File: src/rtl/nvs_pkg.sv
package nvs_pkg;
  typedef enum logic [2:0] {
    ST_LREQ  = 3'd0,
    ST_LWAIT = 3'd1,
    ST_IDLE  = 3'd2,
    ST_PREQ  = 3'd3,
    ST_PWAIT = 3'd4
  } nvs_state_e;
endpackage

File: src/rtl/nvs_wp_sync.sv
module nvs_wp_sync #(
  parameter int STAGES = 2
) (
  input  logic clk,
  input  logic rst_n,
  input  logic wp_n,
  output logic wp_level,
  output logic wp_fall
);
  // chain[STAGES-1] is the synchronized level, chain[STAGES] its one-cycle delay
  logic [STAGES:0] chain;

  genvar gi;
  generate
    for (gi = 0; gi <= STAGES; gi++) begin : g_stage
      if (gi == 0) begin : g_first
        always_ff @(posedge clk or negedge rst_n) begin
          if (!rst_n) chain[gi] <= 1'b0;
          else        chain[gi] <= wp_n;
        end
      end else begin : g_next
        always_ff @(posedge clk or negedge rst_n) begin
          if (!rst_n) chain[gi] <= 1'b0;
          else        chain[gi] <= chain[gi-1];
        end
      end
    end
  endgenerate

  assign wp_level = chain[STAGES-1];
  assign wp_fall  = chain[STAGES] & ~chain[STAGES-1];
endmodule

File: src/rtl/nvs_prog_timer.sv
module nvs_prog_timer #(
  parameter int CYCLES = 100
) (
  input  logic clk,
  input  logic rst_n,
  input  logic start,
  output logic busy
);
  localparam int CW = $clog2(CYCLES + 1);
  localparam logic [CW-1:0] LOAD = CW'(CYCLES);

  logic [CW-1:0] cnt_q, cnt_d;
  logic          cnt_en;

  always_comb begin
    cnt_en = start | busy;
    cnt_d  = start ? LOAD : cnt_q - {{(CW-1){1'b0}}, 1'b1};
  end

  always_ff @(posedge clk or negedge rst_n) begin
    if (!rst_n)      cnt_q <= '0;
    else if (cnt_en) cnt_q <= cnt_d;
  end

  assign busy = |cnt_q;
endmodule

File: src/rtl/nvs_step_map.sv
module nvs_step_map #(
  parameter int W = 7
) (
  input  logic [W-1:0] code,
  output logic [W:0]   steps
);
  assign steps = {1'b0, code} + {{W{1'b0}}, 1'b1};
endmodule

File: src/rtl/nvs_shadow_ctrl.sv
module nvs_shadow_ctrl #(
  parameter int SET_W       = 7,
  parameter int SYNC_STAGES = 2,
  parameter int WRITE_TICKS = 25_000_000,
  parameter int TIME_DIV    = 1
) (
  input  logic             clk,
  input  logic             rst_n,
  input  logic             wp_n,
  input  logic             cmd_valid,
  input  logic             cmd_prog,
  input  logic [SET_W-1:0] cmd_data,
  output logic             cmd_ready,
  output logic [SET_W-1:0] setting,
  output logic [SET_W:0]   dac_steps,
  output logic             prog_busy,
  output logic             prog_rejected,
  output logic             mem_req,
  output logic             mem_we,
  output logic [SET_W-1:0] mem_wdata,
  input  logic [SET_W-1:0] mem_rdata,
  input  logic             mem_busy
);
  import nvs_pkg::*;

  localparam int PROG_RAW    = WRITE_TICKS / TIME_DIV;
  localparam int PROG_CYCLES = (PROG_RAW < 1) ? 1 : PROG_RAW;

  nvs_state_e       state_q, state_d;
  logic [SET_W-1:0] set_q, set_d;
  logic [SET_W-1:0] wdat_q;
  logic             rej_q, rej_d;
  logic             pend_q, pend_d;
  logic             wp_level, wp_fall;
  logic             tmr_start, tmr_busy;
  logic             accept, set_en, wdat_en, in_prog, pend_any;

  nvs_wp_sync #(.STAGES(SYNC_STAGES)) u_wp (
    .clk(clk), .rst_n(rst_n), .wp_n(wp_n),
    .wp_level(wp_level), .wp_fall(wp_fall)
  );

  nvs_prog_timer #(.CYCLES(PROG_CYCLES)) u_tmr (
    .clk(clk), .rst_n(rst_n), .start(tmr_start), .busy(tmr_busy)
  );

  nvs_step_map #(.W(SET_W)) u_map (
    .code(set_q), .steps(dac_steps)
  );

  assign in_prog   = (state_q == ST_PREQ) || (state_q == ST_PWAIT);
  assign cmd_ready = ((state_q == ST_IDLE) || in_prog) && !pend_q && !wp_fall;
  assign accept    = cmd_valid && cmd_ready;
  assign pend_any  = pend_q || wp_fall;

  // next-state process
  always_comb begin
    state_d   = state_q;
    set_d     = set_q;
    rej_d     = rej_q;
    pend_d    = pend_q;
    tmr_start = 1'b0;
    wdat_en   = 1'b0;
    case (state_q)
      ST_LREQ: begin
        if (!mem_busy) state_d = ST_LWAIT;
      end
      ST_LWAIT: begin
        if (!mem_busy) begin
          set_d   = mem_rdata;
          state_d = ST_IDLE;
        end
      end
      ST_IDLE: begin
        if (accept) begin
          set_d = cmd_data;
          if (cmd_prog) begin
            if (wp_level) begin
              state_d = ST_PREQ;
              wdat_en = 1'b1;
            end else begin
              rej_d = 1'b1;
            end
          end
        end
      end
      ST_PREQ: begin
        pend_d = pend_any;
        if (accept && !cmd_prog) set_d = cmd_data;
        if (!mem_busy) begin
          tmr_start = 1'b1;
          state_d   = ST_PWAIT;
        end
      end
      ST_PWAIT: begin
        pend_d = pend_any;
        if (accept && !cmd_prog) set_d = cmd_data;
        if (!tmr_busy) begin
          state_d = pend_any ? ST_LREQ : ST_IDLE;
          pend_d  = 1'b0;
        end
      end
      default: state_d = ST_LREQ;
    endcase
    if (state_q == ST_IDLE && wp_fall) state_d = ST_LREQ;
  end

  assign set_en = (set_d != set_q);

  // register process
  always_ff @(posedge clk or negedge rst_n) begin
    if (!rst_n) begin
      state_q <= ST_LREQ;
      set_q   <= '0;
      wdat_q  <= '0;
      rej_q   <= 1'b0;
      pend_q  <= 1'b0;
    end else begin
      state_q <= state_d;
      rej_q   <= rej_d;
      pend_q  <= pend_d;
      if (set_en)  set_q  <= set_d;
      if (wdat_en) wdat_q <= cmd_data;
    end
  end

  assign setting       = set_q;
  assign prog_busy     = in_prog;
  assign prog_rejected = rej_q;
  assign mem_req       = ((state_q == ST_LREQ) || (state_q == ST_PREQ)) && !mem_busy;
  assign mem_we        = (state_q == ST_PREQ);
  assign mem_wdata     = wdat_q;
endmodule

File: config.mk
export PLATFORM = sky130hd
export DESIGN_NAME = nvs_shadow_ctrl
export DESIGN_NICKNAME = d
export VERILOG_FILES = /design/src/rtl/nvs_pkg.sv /design/src/rtl/nvs_wp_sync.sv /design/src/rtl/nvs_prog_timer.sv /design/src/rtl/nvs_step_map.sv /design/src/rtl/nvs_shadow_ctrl.sv
export SDC_FILE = /design/constraint.sdc
export NUM_CORES = 1
export LEC_CHECK = 0
export ABC_AREA = 1
export BUFFER_PORTS_ARGS = -buffer_cell sky130_fd_sc_hd__buf_2
export CORE_MARGIN = 5
export CORE_UTILIZATION = 50
export DETAILED_ROUTE_END_ITERATION = 12
export GPL_TIMING_DRIVEN = 0
export PLACE_DENSITY = 0.72
export SETUP_SLACK_MARGIN = 0.2
export SYNTH_ARGS = -nofsm -noshare
export SYNTH_HDL_FRONTEND = slang
export SYNTH_SLANG_ARGS = --single-unit
File: constraint.sdc
create_clock -name clk -period 2.15 [get_ports clk]
set_clock_uncertainty 0.2 [all_clocks]
set_input_delay 0.43 -clock clk [delete_from_list [all_inputs] [get_ports clk]]
set_output_delay 0.43 -clock clk [all_outputs]
set_load 0.01 [all_outputs]
==> results.tsv, run 1 <==
metric	value	unit
place_hpwl	5627	um
clk_pin_slew	0.10	ns
cap_violations	0	
ys_seq_area_share	38.86	%
met3_usage	3.951	%
htree_levels	2	
drt_iter0_drc	258	
fin_util	64.98	%
run_status	completed	
io_buffers	46	
globalplace.congestion	0.9764	
track_usage	22.05	%
ir_drop	0.7532	mV
clock-sinks	47	
synth.top_cell.area_share	38.86	%
leakage	2.023	nW
fin_cells	584	
required	1.52	ns
via_per_inst	5.329	
p_per_area	1275	nW/um2
grt_first_pass_wirelength	13460	um
die_y	87.80	um
synthDistinctLibCells	40	
pre_cts_slack	-0.08334	ns
die-area	7709	um2
dpl.cell_count	550	
synth_edf_count	0	
async_flop_share	100.0	%
min_period	2.148	ns
layout_setup_ws	0.002194	ns
ys.flop_type	dfrtp_1	
nets	530	
syn_avg_cell_area	7.055	um2
ys_ff_latch	47	
p_total	0.004906	W
crit_type	flip-flop to primary output	
wirelength	8194	um
start_util	51.12	%
syn_nets	451	
die_width	87.80	um
cts_tree	done	
synthTopCellsByArea	dfrtp_1 (39%), nand2_1 (15%), inv_1 (7.7%), nand3_1 (7.3%), nor2_1 (5.8%)	
fmaxAchievable	465.6	MHz
finalCritPeriodShare	99.90	%
area_growth	27.12	%
grt_pass1_vias	2855	
clock_latency	0.30	ns
diodes	0	
cts_buffers	5	
wl_per_cell	14.03	um
synthesis.area	3027	um2
yosysWarnings	0	
antenna_found_initial	0	
postCtsHoldBufs	0	
grt_max_degree	48	
start_kind	flip-flop	
maxSlewViolCount	0	
clockBufferDepth	2	
firstDrtPassIters	5	
via_count	3112	
grt.busiest_layer	met2	
cts-root-buf	clkbuf_8	
drc	0	
num_rows	28	
drive_gt1_share	27.11	%
syn_inst	429	
synth_top_area_cell	dfrtp_1	
cp-end-kind	primary output	
cp_max_fo	4	
tightest_slew	1.070	ns
setup_tns	0	ns
coreArea	5921	um2
setup_violations	0	
min_path_type	primary input to flip-flop	
io_pins	47	
grt_setup_unrepaired	yes	
met2_usage	33.90	%
relSlewSlack	28.68	%
crit_arrival	1.52	ns
grt-ovfl-total	0	
use_met1	31.97	%
finalHoldViolCount	0	
antenna_left	0	
worst max-delay path: stages, from the launching register on:
cell and delay, ns:
dfrtp_1 0.44, ha_2 0.25, nand3_2 0.10, nor3_2 0.14, xor2_1 0.14, buf_2 0.14
power by group:
part	switching (W)	internal, W	total (W)
Sequential	0.000345	0.00123	0.00157
Clock	0.000325	0.000464	0.000789
Combinational	0.00152	0.00103	0.00255
Total	0.00219	0.00272	0.00491
metal layers:
layer  wire length [um]  vias to the layer above
li1                   -                     1520
met2               3767                      120
met1               3644                     1453
met5                  0                        -
met3                645                       19
met4                137                        0
cell usage after synthesis, types with 3 or more instances:
master      n
nand2_1   117
inv_1      62
dfrtp_1    47
nor2_1     47
nand3_1    44
o21ai_0    22
nand4_1    12
nor3_1     12
xor2_1     10
inv_2       5
a21oi_1     3
nand3b_1    3
nor2_2      3
nor2_4      3
nor4_1      3
final cells by class:
class,instances,area [um2]
tap,75,93.84
sequential,47,1181
clock buffer,5,68.82
clock inverter,3,67.56
buffer,7,60.06
multi-input combinational,306,1659
timing repair buffer,72,449.2
inverter,69,267.8
fill,517,2073
repair_timing:
item	CTS	global route
buffers inserted	10	16
resized for setup	20	29
setup endpoints to repair	31	48
gates cloned	0	0
pin swaps	6	10
cells by family after synthesis:
group                    count (synthesis)  synth area share (%)
AND/OR/NAND/NOR                        257                 39.48
buffers and inverters                   76                 10.21
flip-flops                              47                 38.86
AO/OA/AOI/OAI                           35                 7.110
XOR/XNOR                                11                 3.183
adder cells (fa/ha/maj)                  2                0.8267
multiplexers                             1                0.3307
flip-flops by register name, indices dropped and copies added, names as in the netlist:
name / count
mem_wdata: 7
pend_q: 1
prog_rejected: 1
setting: 7
state_q: 3
u_tmr.cnt_q: 25
u_wp.chain: 2
u_wp.wp_level: 1
path summary, 6_finish.rpt:
path                       cells after the start  slack [ns]        endpoint           from
max in group asynchronous                      1        0.92      setting[2]          rst_n
hold reg to reg                                0        0.16   u_wp.wp_level  u_wp.chain[0]
setup / recovery                               5       0.002    dac_steps[6]     setting[0]
hold / removal                                 1        0.02   u_wp.chain[0]           wp_n
min in group asynchronous                      1        0.12  u_tmr.cnt_q[8]          rst_n
setup reg to reg                              10        0.27      setting[3]     state_q[2]
metrics by stage:
step	hold slack, ns	area, um2
6_report	0.02136	3847
3_3_place_gp	0.1341	3351
3_5_place_dp	0.1381	3351
5_1_grt	0.01820	3847
4_1_cts	0.01854	3641
2_1_floorplan	-0.06559	3027
placed cells by master, fill, tap and decap left out, drive strengths merged:
| master | netlist | routed |
|---|---|---|
| a21boi | 2 | 2 |
| a21oi | 4 | 4 |
| a31oi | 1 | 1 |
| buf | 5 | 76 |
| bufinv | 0 | 2 |
| clkbuf | 2 | 8 |
| clkinvlp | 0 | 2 |
| dfrtp | 47 | 47 |
| ha | 2 | 2 |
| inv | 68 | 68 |
| mux2i | 1 | 1 |
| nand2 | 121 | 121 |
| nand3 | 46 | 46 |
| nand3b | 3 | 3 |
| nand4 | 13 | 13 |
| nor2 | 54 | 54 |
| nor3 | 13 | 13 |
| nor3b | 1 | 1 |
| nor4 | 3 | 3 |
| o211ai | 1 | 1 |
| o21ai | 23 | 23 |
| o21bai | 2 | 2 |
| o31ai | 2 | 2 |
| or2 | 3 | 3 |
| xnor2 | 1 | 1 |
| xor2 | 10 | 10 |
Note: power is estimated with default switching activity, not from simulation.
==> run 2: changes to the inputs <==
Settings changed: BUFFER_PORTS_ARGS -buffer_cell sky130_fd_sc_hd__buf_2 to default, CELL_PAD_IN_SITES_DETAIL_PLACEMENT from default to 1, CELL_PAD_IN_SITES_GLOBAL_PLACEMENT from default to 1, CORE_UTILIZATION 50 to 46, DONT_BUFFER_PORTS from default to 1, PLACE_DENSITY 0.72 to default, PLACE_DENSITY_LB_ADDON from default to 0.1.
==> run 2 against run 1 <==
Routed wire length rose by 49%. Final area rose by 2.0%. Combinational power rose by 11%. Maximum frequency rose by 0.39%. Total power rose by 7.0%. Highest routed layer unchanged.
==> results.tsv, run 2 (same netlist as run 1, synthesis figures left out) <==
metric	value	unit
reg2regPathDepth	8	
start_kind	flip-flop	
final_cell_mix	nand2_1 (111), inv_1 (54), nand3_1 (41)	
relSlewSlack	63.54	%
die_width	91.12	um
grt_first_pass_wirelength	15950	um
largest_reg_flops	25	
via_count	3311	
clock_latency	0.32	ns
fin_area	3925	um2
cp_max_fo	4	
diodes	0	
firstDrtPassIters	4	
final_common_cell	nand2_1	
critPathMaxStageDelay	0.46	ns
globalplace.congestion	0.8566	
grt_max_degree	48	
nets	503	
cts_tree	done	
cp.depth	4	
cap_violations	0	
cpLargestDelayFamily	simple AND/OR/NAND/NOR gates	
cp-end-kind	primary output	
maxSlewViolCount	0	
multi_input_area	1821	um2
crit_arrival	1.51	ns
clockBufferDepth	2	
crit_chain	inv_2 -> nor3_4 -> nand3_2 -> nor3_4	
cpMostUsedCell	nor3_4	
fill_cells	781	
ir_drop	0.8167	mV
htree_levels	2	
hold_depth	2	
antenna_left	0	
min_path_type	primary input to flip-flop	
num_rows	29	
placed_area	3123	um2
crit_slowest_cell	dfrtp_2	
start_util	47.39	%
dpl.cell_count	506	
clock-sinks	47	
grt_pass1_vias	3186	
clk_pin_slew	0.09	ns
area_growth	29.68	%
run_status	completed	
via_per_inst	5.934	
top_register	u_tmr.cnt_q	
grt_setup_unrepaired	yes	
wl_per_cell	21.95	um
setup_violations	0	
antenna_found_initial	0	
cts_buffers	5	
min_period	2.140	ns
crit_buf_inv	1	
layout_setup_ws	0.01050	ns
die-area	8302	um2
fin_util	61.46	%
register_area	1187	um2
io_pins	47	
fmaxAchievable	467.4	MHz
finalCritPeriodShare	99.51	%
fin_cells	558	
track_usage	23.91	%
drive_gt1_share	26.20	%
cts-root-buf	clkbuf_8	
place_hpwl	6735	um
io_buffers	0	
drc	0	
p_per_area	1337	nW/um2
required	1.52	ns
drt_iter0_drc	212	
die_y	91.12	um
grt-ovfl-total	0	
pre_cts_slack	-0.1365	ns
finalHoldViolCount	0	
crit_type	flip-flop to primary output	
leakage	1.926	nW
coreArea	6386	um2
tightest_slew	0.5469	ns
wirelength	12250	um
[run 2: changes by cell type in the layout (fill, tap and decap cells not counted), moves of 3 or more]
| cell | change |
|---|---|
| buf_2 | -43 |
| nor2_1 | -4 |
| buf_4 | +11 |
| dfrtp_2 | +5 |
| dfrtp_1 | -5 |
| nor2_4 | +3 |
| xor2_1 | -4 |
| inv_1 | -3 |
[run 2: worst reg2reg max path, delay by kind of cell (launching register included)]
kind,cells,cell delay [ns]
adder cells (fa/ha/maj),1,0.17
buffers and inverters,3,0.34
AND/OR/NAND/NOR,3,0.57
AO/OA/AOI/OAI,1,0.21
flip-flops,1,0.41
[run 2: timing repair]
action,in CTS,in global routing
hold buffers,3,0
pin swaps,9,19
setup endpoints to repair,33,49
gates resized for setup,32,55
cloned,1,1
setup buffers,10,30
hold endpoints to repair,48,0
[run 2: final cells by class]
class                   count  share of cell area [%]
plain buffers               7                   1.721
clock buffers               6                   1.849
clock inverters             1                  0.7651
inverters                  69                   7.013
multi-input cells         307                   46.38
flip-flops and latches     47                   30.25
well taps                  77                   2.455
repair buffers             44                   9.563
[run 2: stage by stage]
stage          TNS, ns  hold slack [ns]  total power (W)
6_report             0           0.1092         0.005248
5_1_grt        -0.1099           0.1081         0.005593
4_1_cts              0          0.08836         0.004410
3_5_place_dp    -1.355         -0.06437         0.003454
3_3_place_gp   -0.7517         -0.06418         0.003368
2_1_floorplan        0         -0.06559         0.002963
[run 2: final timing paths]
kind                                start         endpoint  slack [ns]
max                            setting[1]     dac_steps[7]        0.01
min                          mem_rdata[5]       setting[5]        0.11
max reg2reg                u_tmr.cnt_q[1]   u_tmr.cnt_q[6]        0.16
min reg2reg                 u_wp.chain[0]    u_wp.wp_level        0.16
max in group asynchronous           rst_n       setting[3]        1.06
min in group asynchronous           rst_n  u_tmr.cnt_q[23]        0.45
[run 2: routing by layer]
metal	global-route usage (%)	share of wire, %	vias up
met4	8.557	2.7	0
li1	-	-	1470
met3	4.793	5.2	28
met2	39.42	51	136
met5	0	0	-
met1	31.15	41	1677
[run 2: where the power goes]
part / leakage (nW) / switching (W) / internal [W]
clock: 0.0513 / 0.000325 / 0.000342
sequential: 0.552 / 0.000511 / 0.00123
combinational: 1.32 / 0.00176 / 0.00107
